### config.mk
export PLATFORM = sky130hd
export DESIGN_NAME = adc_read_seq
export DESIGN_NICKNAME = d
export VERILOG_FILES = /design/src/rtl/adc_seq_pkg.sv /design/src/rtl/adc_half_timer.sv /design/src/rtl/adc_shift_engine.sv /design/src/rtl/adc_read_seq.sv
export SDC_FILE = /design/constraint.sdc
export NUM_CORES = 1
export LEC_CHECK = 0
export BUFFER_PORTS_ARGS = -buffer_cell sky130_fd_sc_hd__buf_2
export CORE_UTILIZATION = 56
export DETAILED_ROUTE_END_ITERATION = 7
export HOLD_SLACK_MARGIN = 0.12
export PLACE_DENSITY = 0.88
export SYNTH_ARGS = -nofsm -noshare
export SYNTH_HDL_FRONTEND = slang
export SYNTH_SLANG_ARGS = --single-unit
### constraint.sdc
create_clock -name clk -period 2 [get_ports clk]
set_input_delay 0.2 -clock clk [delete_from_list [all_inputs] [get_ports clk]]
set_output_delay 0.2 -clock clk [all_outputs]
set_load 0.03 [all_outputs]
### src/rtl/adc_seq_pkg.sv
package adc_seq_pkg;

    localparam int BYTE_W     = 8;
    localparam int NUM_BYTES  = 3;
    localparam int FRAME_W    = BYTE_W * NUM_BYTES;
    localparam int EDGES      = 2 * FRAME_W;
    localparam int RES_W      = 12;
    localparam int CH_W       = 3;
    localparam int LEAD_ZEROS = 5;

    // position of the start marker inside the outgoing frame (MSB first)
    localparam int START_POS  = FRAME_W - 1 - LEAD_ZEROS;

    typedef enum logic [2:0] {
        ST_IDLE,
        ST_SETUP,
        ST_SHIFT,
        ST_HOLD,
        ST_GAP
    } seq_state_e;

    typedef struct packed {
        logic            single_ended;
        logic [CH_W-1:0] chan;
    } adc_cmd_t;

    // zeros, start marker, input-type flag, channel MSB first, zero fill
    function automatic logic [FRAME_W-1:0] pack_cmd(input adc_cmd_t c);
        logic [FRAME_W-1:0] f;
        f = '0;
        f[START_POS]     = 1'b1;
        f[START_POS - 1] = c.single_ended;
        for (int i = 0; i < CH_W; i++) begin
            f[START_POS - 2 - i] = c.chan[CH_W - 1 - i];
        end
        return f;
    endfunction

    // the reply is right-aligned; everything above it is dropped
    function automatic logic [RES_W-1:0] take_result(input logic [FRAME_W-1:0] rx);
        return rx[RES_W-1:0];
    endfunction

endpackage

### src/rtl/adc_half_timer.sv
module adc_half_timer #(
    parameter int DIV_HALF = 4
) (
    input  logic clk,
    input  logic rst,
    input  logic run,
    output logic tick
);
    localparam int CW = (DIV_HALF > 1) ? $clog2(DIV_HALF) : 1;
    localparam logic [CW-1:0] LAST = CW'(DIV_HALF - 1);

    logic [CW-1:0] cnt;

    assign tick = run && (cnt == LAST);

    always_ff @(posedge clk) begin
        if (rst || !run) begin
            cnt <= '0;
        end else if (cnt == LAST) begin
            cnt <= '0;
        end else begin
            cnt <= cnt + 1'b1;
        end
    end

    generate
        if (DIV_HALF > 1) begin : g_spacing
            assert_tick_spacing_R10: assert property (@(posedge clk) disable iff (rst)
                tick |=> !tick);
        end
    endgenerate

endmodule

### src/rtl/adc_shift_engine.sv
module adc_shift_engine
    import adc_seq_pkg::*;
(
    input  logic               clk,
    input  logic               rst,
    input  logic               load,
    input  logic [FRAME_W-1:0] load_word,
    input  logic               rise_stb,
    input  logic               fall_stb,
    input  logic               miso,
    output logic               mosi,
    output logic [FRAME_W-1:0] rx_word
);
    logic [FRAME_W-1:0] tx_sr;
    logic [FRAME_W-1:0] rx_sr;
    logic               sampled_any;

    assign mosi    = tx_sr[FRAME_W-1];
    assign rx_word = rx_sr;

    always_ff @(posedge clk) begin
        if (rst) begin
            tx_sr       <= '0;
            rx_sr       <= '0;
            sampled_any <= 1'b0;
        end else if (load) begin
            tx_sr       <= load_word;
            rx_sr       <= '0;
            sampled_any <= 1'b0;
        end else begin
            if (rise_stb) begin
                rx_sr       <= {rx_sr[FRAME_W-2:0], miso};
                sampled_any <= 1'b1;
            end
            // a falling edge ahead of any sample keeps the first bit in place
            if (fall_stb && sampled_any) begin
                tx_sr <= {tx_sr[FRAME_W-2:0], 1'b0};
            end
        end
    end

    assert_mosi_moves_on_fall_R4: assert property (@(posedge clk) disable iff (rst)
        !$stable(mosi) |-> $past(fall_stb || load));

    assert_rx_moves_on_rise_R4: assert property (@(posedge clk) disable iff (rst)
        !$stable(rx_sr) |-> $past(rise_stb || load));

endmodule

### src/rtl/adc_read_seq.sv
module adc_read_seq
    import adc_seq_pkg::*;
#(
    parameter int DIV_HALF   = 4,
    parameter int GAP_HALVES = 2
) (
    input  logic             clk,
    input  logic             rst,
    input  logic             start,
    input  logic [2:0]       chan,
    input  logic             single_ended,
    input  logic             idle_high,
    output logic             busy,
    output logic             done,
    output logic [11:0]      result,
    output logic             cs_n,
    output logic             sclk,
    output logic             mosi,
    input  logic             miso
);
    localparam int ECW = $clog2(EDGES + 1);
    localparam int GCW = (GAP_HALVES > 1) ? $clog2(GAP_HALVES) : 1;
    localparam logic [ECW-1:0] LAST_EDGE = ECW'(EDGES - 1);
    localparam logic [GCW-1:0] LAST_GAP  = GCW'(GAP_HALVES - 1);

    seq_state_e         state;
    logic [ECW-1:0]     edge_cnt;
    logic [GCW-1:0]     gap_cnt;
    logic               tick;
    logic               sclk_q;
    logic               cs_q;
    logic               done_q;
    logic [RES_W-1:0]   res_q;
    logic               accept;
    logic               edge_now;
    logic               rise_stb;
    logic               fall_stb;
    logic [FRAME_W-1:0] rx_word;
    adc_cmd_t           req;

    assign req.single_ended = single_ended;
    assign req.chan         = chan;

    assign accept   = (state == ST_IDLE) && start;
    assign edge_now = tick && ((state == ST_SETUP) || (state == ST_SHIFT));
    assign rise_stb = edge_now && !sclk_q;
    assign fall_stb = edge_now &&  sclk_q;

    adc_half_timer #(.DIV_HALF(DIV_HALF)) u_timer (
        .clk  (clk),
        .rst  (rst),
        .run  (state != ST_IDLE),
        .tick (tick)
    );

    adc_shift_engine u_shift (
        .clk       (clk),
        .rst       (rst),
        .load      (accept),
        .load_word (pack_cmd(req)),
        .rise_stb  (rise_stb),
        .fall_stb  (fall_stb),
        .miso      (miso),
        .mosi      (mosi),
        .rx_word   (rx_word)
    );

    always_ff @(posedge clk) begin
        if (rst) begin
            state    <= ST_IDLE;
            edge_cnt <= '0;
            gap_cnt  <= '0;
            sclk_q   <= 1'b0;
            cs_q     <= 1'b1;
            done_q   <= 1'b0;
            res_q    <= '0;
        end else begin
            done_q <= 1'b0;
            unique case (state)
                ST_IDLE: begin
                    sclk_q <= idle_high;
                    if (start) begin
                        cs_q     <= 1'b0;
                        edge_cnt <= '0;
                        state    <= ST_SETUP;
                    end
                end
                ST_SETUP, ST_SHIFT: begin
                    if (tick) begin
                        sclk_q   <= ~sclk_q;
                        edge_cnt <= edge_cnt + 1'b1;
                        state    <= (edge_cnt == LAST_EDGE) ? ST_HOLD : ST_SHIFT;
                    end
                end
                ST_HOLD: begin
                    if (tick) begin
                        cs_q    <= 1'b1;
                        done_q  <= 1'b1;
                        res_q   <= take_result(rx_word);
                        gap_cnt <= '0;
                        state   <= ST_GAP;
                    end
                end
                ST_GAP: begin
                    if (tick) begin
                        if (gap_cnt == LAST_GAP) begin
                            state <= ST_IDLE;
                        end else begin
                            gap_cnt <= gap_cnt + 1'b1;
                        end
                    end
                end
                default: state <= ST_IDLE;
            endcase
        end
    end

    assign busy   = (state != ST_IDLE);
    assign done   = done_q;
    assign result = res_q;
    assign cs_n   = cs_q;
    assign sclk   = sclk_q;

    assert_done_single_cycle_R9: assert property (@(posedge clk) disable iff (rst)
        done |=> !done);

    assert_done_at_release_R9: assert property (@(posedge clk) disable iff (rst)
        done |-> (cs_n && $past(!cs_n)));

    assert_busy_while_selected_R8: assert property (@(posedge clk) disable iff (rst)
        !cs_n |-> busy);

    assert_no_edges_deselected_R2: assert property (@(posedge clk) disable iff (rst)
        (cs_n && $past(cs_n) && busy && $past(busy)) |-> $stable(sclk));

    assert_edge_count_bound_R2: assert property (@(posedge clk) disable iff (rst)
        edge_cnt <= ECW'(EDGES));

    assert_result_holds_R9: assert property (@(posedge clk) disable iff (rst)
        !done |-> $stable(result));

endmodule

=== Yosys cells after proc, flatten, opt, wreduce, memory -nomap -nowiden ===
Cells that the tools add are included.

* Add/sub/neg operators: 3
* Eq/ne operators: 11
* Mux-type cells: 22
* Bitwise operators: 2
* Reduce and logical (&&, ||, !) cells: 26

{| class="wikitable"
|+ Operators with widths
! cell !! count
|-
| 19-bit two-way mux || 2
|-
| 3-bit two-way mux || 5
|-
| 6-bit two-way mux || 2
|-
| 3-bit one-hot mux with 4 select lines || 1
|-
| 6-bit one-hot mux with 2 select lines || 1
|-
| 2-bit inequality test (second input constant) || 5
|-
| 3-bit AND reduction || 3
|-
| 1-bit two-way mux || 8
|-
| 2-bit nonzero test || 4
|-
| 2-bit OR reduction || 4
|-
| 6-bit by 1-bit adder with 6-bit output (second input constant) || 1
|-
| 3-bit by 2-bit == test with 1-bit output (second input constant) || 2
|-
| 6-bit == test (second input constant) || 1
|-
| 1-bit logical AND || 6
|-
| 1-bit one-hot mux with 2 select lines || 3
|-
| 5-bit AND reduction || 1
|-
| 2-bit AND reduction || 2
|-
| 3-bit by 1-bit == test with 1-bit output (second input constant) || 1
|-
| 3-bit == test (second input constant) || 1
|-
| 3-bit logical NOT || 1
|-
| 3-bit nonzero test || 1
|-
| 2-bit by 1-bit adder with 2-bit output (second input constant) || 1
|-
| 2-bit == test (second input constant) || 1
|-
| 1-bit logical NOT || 2
|-
| other kinds (3) || 5
|}

* Bits in registers: 50
* Input bits: 9
* Output and inout port bits: 17
* Logic and storage cells: 76

=== Depth between registers and ports, before layout ===
Gate-level depths: netlist of the first run.

* Word-level depth: 7
* Depth in mapped cells: 6
* Mapped depth without buffers: 5

=== By module ===
Synthesis of the first run repeated with hierarchy kept, for this count alone.

* Cells, all modules: 368
* Area total of the unflattened synthesis: 3572.2 um2

{| class="wikitable"
|+ By module, submodules not included
! module !! instances !! cells an instance !! area each (um2) !! sequential area each (um2)
|-
| adc_shift_engine || 1 || 218 || 2316.0 || 980.9
|-
| adc_read_seq || 1 || 144 || 1169.9 || 500.5
|-
| adc_half_timer || 1 || 6 || 86.3 || 40.0
|}

=== Worst setup path after synthesis of the first run ===
No wires, ideal clock.

* Path kind: register -> register
* Start point: register state[2]
* End point: register u_shift.rx_sr[1], in the netlist u_shift.rx_word[1]
* Setup time: 0.114 ns
* Arrival time: 1.393 ns
* Required time: 1.886 ns
* Slack: 0.492 ns
* Cell stages (with the launch flop): 7
* Buffers on the path: 3
* Clock period less this slack: 1.508 ns
* Cells stage by stage: dfxtp_1 -> buf_2 -> nor4b_2 -> or2_2 -> buf_2 -> buf_4 -> nor2_1

* Word-level cells in the longest chain between the ends: 4
* Elaborated cells between the ends (all ways): 10
* Those cells by class: 2 x eq/ne; 8 x reduce/logical

{| class="wikitable"
|+ Ends and longest elaborated chain
! what !! line !! RTL
|-
| from (decl) || adc_read_seq.sv:26 || <nowiki>seq_state_e state;</nowiki>
|-
| from (signal assigned) || adc_read_seq.sv:92 || <nowiki>state <= (edge_cnt == LAST_EDGE) ? ST_HOLD : ST_SHIFT;</nowiki>
|-
| 3-bit by 1-bit == test with 1-bit output, or another cell as far along || adc_read_seq.sv:45 || <nowiki>assign edge_now = tick && ((state == ST_SETUP) || (state == ST_SHIFT));</nowiki>
|-
| 1-bit logical OR or 1-bit logical AND (tied branches) || adc_read_seq.sv:45, adc_half_timer.sv:14 ||
|-
| 1-bit logical AND || adc_read_seq.sv:45 ||
|-
| 1-bit logical AND || adc_read_seq.sv:46 || <nowiki>assign rise_stb = edge_now && !sclk_q;</nowiki>
|-
| to (signal assigned) || adc_shift_engine.sv:32 || <nowiki>rx_sr <= {rx_sr[FRAME_W-2:0], miso};</nowiki>
|-
| to (decl) || adc_shift_engine.sv:15 || <nowiki>logic [FRAME_W-1:0] rx_sr;</nowiki>
|}

Several ways; a longest one is shown, not always the timed one.
A chain may end at the register's enable or synchronous reset.

=== Final worst setup path of the first run ===
* Start point: register state[1]
* End point: output port busy

* Word-level cells in the longest chain between the ends: 1

{| class="wikitable"
|+ Ends and longest elaborated chain
! what !! line !! RTL
|-
| 3-bit nonzero test || adc_read_seq.sv:118 || <nowiki>assign busy = (state != ST_IDLE);</nowiki>
|-
| to (decl) || adc_read_seq.sv:13 || <nowiki>output logic busy,</nowiki>
|}

Every way passes these cells.

==> results of run 1 <==
-- cells in the mapped netlist, types with 2 or more instances --
| cell | n |
|---|---|
| dfxtp_1 | 50 |
| buf_2 | 3 |
| a21oi_1 | 24 |
| buf_4 | 3 |
| inv_1 | 4 |
| a211oi_1 | 5 |
| nand2_1 | 30 |
| nand3b_1 | 3 |
| o21ai_0 | 3 |
| buf_6 | 2 |
| nor2_1 | 39 |
| and3_1 | 2 |
| clkbuf_1 | 5 |
| a2111oi_2 | 3 |
| nor3_1 | 6 |
| ha_1 | 2 |
| mux2i_1 | 18 |
| nand3_1 | 5 |
-- layer usage --
metal / vias to the layer above / global-route usage, % / share of wire, % / wire length, um
met3: 8 / 5.66 / 4.3 / 170
met5: - / 0 / 0 / 0
met1: 790 / 26.9 / 45 / 1810
met4: 0 / 13.1 / 1.9 / 74
li1: 831 / - / - / -
met2: 35 / 37.6 / 49 / 1940
-- cells by family (layout without fill, tap and decap cells) --
logic type	Yosys count	count (layout)
AOI/OAI and AO/OA	43	43
xor gates and xnor gates	3	3
adders and majority gates	2	2
buffers and inverters	18	44
DFF	50	50
muxes	18	18
and+or+nand+nor	94	94
-- worst register-to-register path, delay by kind of cell (launching register included) --
kind | cells | cell delay, ps
xor gates and xnor gates | 1 | 220
DFF | 1 | 730
and+or+nand+nor | 2 | 210
buffers and inverters | 1 | 220
AOI/OAI and AO/OA | 1 | 330
-- placed cells by master, fill, tap and decap left out, types with 2 or more instances in the layout --
cell / synthesis / layout
dfxtp_1: 50 / 50
nor2_1: 39 / 38
nand2_1: 30 / 30
buf_2: 3 / 25
a21oi_1: 24 / 24
mux2i_1: 18 / 18
buf_4: 3 / 7
nor3_1: 6 / 6
nand3_1: 5 / 5
a211oi_1: 5 / 5
clkbuf_8: 0 / 5
inv_1: 4 / 4
nand3b_1: 3 / 3
a2111oi_2: 3 / 3
o21ai_0: 3 / 3
and3_1: 2 / 2
ha_1: 2 / 2
-- final cells by class --
cell class,instances,share of cell area [%]
clock buffers,5,2.98
clock inverters,3,0.922
well taps,46,2.49
flip-flops and latches,50,43.4
multi-input cells,160,41.9
repair buffers,32,7.70
inverters,4,0.651
-- through the flow --
stage / util, % / total power [mW] / std cells / cell area [um^2]
3_3_place_gp: 64.3 / 1.15 / 292 / 2210
5_1_grt: 67.0 / 1.77 / 300 / 2310
3_5_place_dp: 64.3 / 1.15 / 292 / 2210
4_1_cts: 67.0 / 1.72 / 300 / 2300
2_1_floorplan: - / 1.12 / 228 / 2060
6_report: 67.0 / 1.70 / 300 / 2310
-- registers in the layout, indices dropped and copies added (netlist names) --
register,flops
gap_cnt,1
cs_n,1
u_shift.rx_word,12
edge_cnt,6
state,3
done,1
result,12
u_timer.cnt,2
u_shift.sampled_any,1
sclk,1
u_shift.tx_sr,10
-- power groups by stage --
| stage | combinational, mW | clock [mW] | sequential (mW) |
|---|---|---|---|
| after floorplan | 0.0738 | 0 | 1.05 |
| after global placement | 0.100 | 0 | 1.05 |
| after detailed placement | 0.103 | 0 | 1.05 |
| after CTS | 0.104 | 0.592 | 1.03 |
| after global routing | 0.116 | 0.628 | 1.03 |
| final | 0.104 | 0.574 | 1.03 |
-- worst paths after layout --
| kind | end | cells past startpoint |
|---|---|---|
| setup / recovery | busy | 5 |
| hold / removal | u_shift.tx_sr[14] | 3 |
| hold reg to reg | result[5] | 2 |
| setup reg to reg | u_shift.tx_sr[15] | 5 |
==> impl_metrics.yaml, run 1 <==
outcome:
  run_status: "complete, no violations"
logic_synthesis:
  async_reset_ff_share_pct: 0
  yosys_most_used_dff: "dfxtp_1"
  synth_edf_count: 0
  syn_inst: 228
  netlist-cell-type-count: 39
  synthSimpleGateAreaFrac_pct: 21.1
  ys_warn_count: 0
  ys_seq_area_share_pct: 48.5
  synth_top_family_by_area: "simple AND/OR/NAND/NOR gates"
  syn_avg_cell_area_um2: 9.04
  synth_top_cell_by_area: "dfxtp_1"
  synth.top_cell.area_share_pct: 48.5
  synth_fa_ha_area_share_pct: 1.21
  syn_nets: 239
  syn_area_um2: 2060
  synthXorXnorAreaFrac_pct: 2.00
  synth_compound_area_share_pct: 13.7
  ys_seq_elements: 50
  synthMuxAreaShare_pct: 8.74
  synth.area.top_cells: "dfxtp_1 (49%), mux2i_1 (8.7%), nor2_1 (7.1%), a21oi_1 (5.8%), nand2_1 (5.5%)"
global_route:
  first_global_vias: 1613
  grt_util_all_layers_pct: 22.8
  grt_max_degree: 21
  grt_pass1_wl_mm: 6.93
  antenna_found_initial: 0
  grt_remaining_overflow: 0
final_layout:
  multi_input_area_um2: 966
  n_fill_cell: 297
  drive_above_1_share_pct: 19.7
  seqCellArea_um2: 1000
  area_delta_synth_final_pct: 11.9
  fin_nets: 264
  n_antenna_cell: 0
critical_path:
  critical_path_class: "flip-flop to primary output"
  crit_slowest_cell: "dfxtp_1"
  rr_startpoint: "state[1]"
  path_cells: "nor2_2, inv_1, nor2_1, inv_1, buf_2"
  rrSetupSlack_ps: 180
  cp_top_family: "flip-flops"
  cpPeakStageDelay_ps: 510
  path_max_fanout: 13
  critPathBufInv: 3
  critPathLaunchType: "flip-flop"
  end_kind: "primary output"
  worstPathArrival_ps: 1660
  crit_top_cell: "inv_1"
  critPathRequiredTime_ps: 1800
  startpoint: "state[1]"
die:
  ios: 26
  die_w_um: 62.7
  rows: 21
  design.die.area_um2: 3930
  start_util_pct: 59.9
  die_h_um: 62.7
  core-area_um2: 3440
drt:
  wl_per_cell_um: 13.3
  ant_nets: 0
  drt_pre_antenna_iters: 4
  viasPerCell: 5.55
  vias: 1664
  routed_wl_mm: 4.00
  drtIter0Drc: 105
  post-route-drc-count: 0
clocking:
  cts_max_level: 2
  cts_hold_buf: 0
  cts_setup_buffers: 0
  cts_buffers: 5
  clock-sinks: 50
  cts-resized-gates: 0
  cts.clk_slew.worst_paths_ps: 80
  clock_latency_ps: 310
  cts_tree: "built"
  clockBufferDepth: 2
  cts_root_buffer: "clkbuf_8"
sta:
  tightest_slew_ps: 629
  min_period_ps: 1860
  holdWs_ps: 128
  final_hold_viol_count: 0
  fin_setup_tns_ps: 0
  grt_setup_unrepaired: "no"
  fin_skew_ps: 3.56
  setup_viol: 0
  slew_headroom_pct: 58.0
  setup_ws_ps: 138
  period_share_pct: 93.1
  final-max-slew-violation-count: 0
  fmax_mhz: 537
pwr:
  pwr-share-clk_pct: 33.7
  leakagePower_nw: 0.936
  switching_share_pct: 24.1
  ir_drop_uv: 643
  power_per_cell_area_nw_per_um2: 738
  netSwitchingPower_mw: 0.411
  power.internal_mw: 1.29
  power_frac_seq_pct: 60.2
  p_comb_share_pct: 6.1
placed_design:
  port-buffer-count: 25
  dp_slack_ps: 229
  dpl.hpwl_mm: 2.69
  place_congestion: 0.852
worst_hold_path:
  hp-class: "input port to flip-flop"
  min_from: "chan[0]"
flow_run:
  maxCapViolations: 0
Note: power is estimated with default switching activity, not from simulation.
==> run 2, diff against run 1 <==
- RECOVER_POWER: default -> 25
==> run 2 against run 1 <==
  * Worst hold slack worse by 2.7 ps
  * Register-to-register slack about the same
  * First-iteration DRC count down 12%
  * Combinational power about the same
  * Critical path type unchanged
  * Largest cell class unchanged
==> impl_metrics.yaml, run 2 (same netlist as run 1, synthesis figures left out) <==
outcome:
  run_status: "complete, no violations"
critical_path:
  worstPathArrival_ps: 1650
  path_cells: "nor2_2, inv_1, nor2_1, inv_1, buf_2"
  rr_startpoint: "state[1]"
  critical_path_class: "flip-flop to primary output"
  path_max_fanout: 13
  crit_top_cell: "inv_1"
  cpPeakStageDelay_ps: 510
  startpoint: "state[1]"
  crit_slowest_cell: "dfxtp_1"
  critPathRequiredTime_ps: 1800
  critPathLaunchType: "flip-flop"
  end_kind: "primary output"
drt:
  wl_per_cell_um: 13.4
  ant_nets: 0
  drt_pre_antenna_iters: 4
  viasPerCell: 5.52
  routed_wl_mm: 4.03
  vias: 1657
  drtIter0Drc: 92
  post-route-drc-count: 0
sta:
  slew_headroom_pct: 58.3
  grt_setup_unrepaired: "no"
  fmax_mhz: 540
  final-max-slew-violation-count: 0
  tightest_slew_ps: 624
  fin_skew_ps: 3.24
  final_hold_viol_count: 0
  period_share_pct: 92.6
  holdWs_ps: 126
  fin_setup_tns_ps: 0
  min_period_ps: 1850
  setup_viol: 0
global_route:
  first_global_vias: 1613
  met2_usage_pct: 37.6
  antenna_found_initial: 0
  grt_util_all_layers_pct: 22.8
  busiest_layer: "met2"
  grt_remaining_overflow: 0
  grt_pass1_wl_mm: 6.93
  use_met1_pct: 26.9
  grt_use_met3_pct: 5.66
  grt_max_degree: 21
placed_design:
  place_congestion: 0.852
  port-buffer-count: 25
  dpl.cell_count: 292
  dpl-instance-area_um2: 2210
  dpl.hpwl_mm: 2.69
clocking:
  clock_latency_ps: 310
  cts_root_buffer: "clkbuf_8"
  clock-sinks: 50
  cts_buffers: 5
  cts.clk_slew.worst_paths_ps: 80
  cts_setup_buffers: 0
  cts_hold_buf: 0
  cts_max_level: 2
  cts_tree: "built"
  clockBufferDepth: 2
die:
  ios: 26
  start_util_pct: 59.9
  die_w_um: 62.7
  design.die.area_um2: 3930
  rows: 21
  core-area_um2: 3440
  die_h_um: 62.7
final_layout:
  drive_above_1_share_pct: 13.4
  area_delta_synth_final_pct: 10.9
  fin_cells: 300
  fin_nets: 264
  mostFrequentLayoutCells: "dfxtp_1 (50), nor2_1 (38), nand2_1 (30)"
  seqCellArea_um2: 1000
  layout_commonest_cell: "dfxtp_1"
  multi_input_area_um2: 966
  n_fill_cell: 310
  stdcell_area_um2: 2290
  n_antenna_cell: 0
worst_hold_path:
  hp-class: "input port to flip-flop"
  min_from: "chan[0]"
pwr:
  ir_drop_uv: 641
  leakagePower_nw: 0.869
  power_per_cell_area_nw_per_um2: 745
flow_run:
  maxCapViolations: 0
==> run 2: changes by cell type in the layout (fill, tap and decap cells not counted), sizes merged <==
cell	previous run	this run
clkbuf	5	21
buf	32	16
==> run 2: stage by stage <==
step / setup slack [ps] / total power, mW / util [%]
after floorplan: 492 / 1.12 / -
after global placement: 267 / 1.15 / 64.3
after detailed placement: 229 / 1.15 / 64.3
after CTS: 45.2 / 1.72 / 67.0
after global routing: 9.85 / 1.77 / 66.4
final: 149 / 1.70 / 66.4
==> run 2: final cells by class <==
cell class	count	area share (%)
sequential	50	43.8
timing repair buffer	32	6.89
clock buffer	5	3.01
multi-input combinational	160	42.2
tap	46	2.52
clock inverter	3	0.930
inverter	4	0.656
==> run 2: worst max-delay path, delay by kind of cell (launching register included) <==
family	cells	cell delay, ps
simple gates	2	510
flops	1	510
buf+inv	3	310
==> run 2: final timing paths <==
check | endpoint | slack [ps] | cells past startpoint
max | busy | 150 | 5
min | u_shift.tx_sr[14] | 130 | 3
max reg2reg | u_shift.tx_sr[15] | 170 | 5
min reg2reg | u_timer.cnt[0] | 460 | 1
==> run 2: metal layers <==
layer,share of wire (%),vias up
li1,-,830
met1,47,791
met2,48,28
met3,3.3,8
met4,1.8,0
met5,0,-
==> run 2: power by group <==
| part | internal [mW] | switching (mW) | total [mW] |
|---|---|---|---|
| Sequential | 1.01 | 0.0166 | 1.03 |
| Combinational | 0.0374 | 0.0662 | 0.104 |
| Clock | 0.246 | 0.330 | 0.575 |
| Total | 1.29 | 0.413 | 1.70 |
==> run 2: timing repair <==
| item | 4_1_cts | 5_1_grt |
|---|---|---|
| hold endpoints to repair | 0 | 0 |
| resized for setup | 0 | 1 |
| setup endpoints to repair | 0 | 2 |
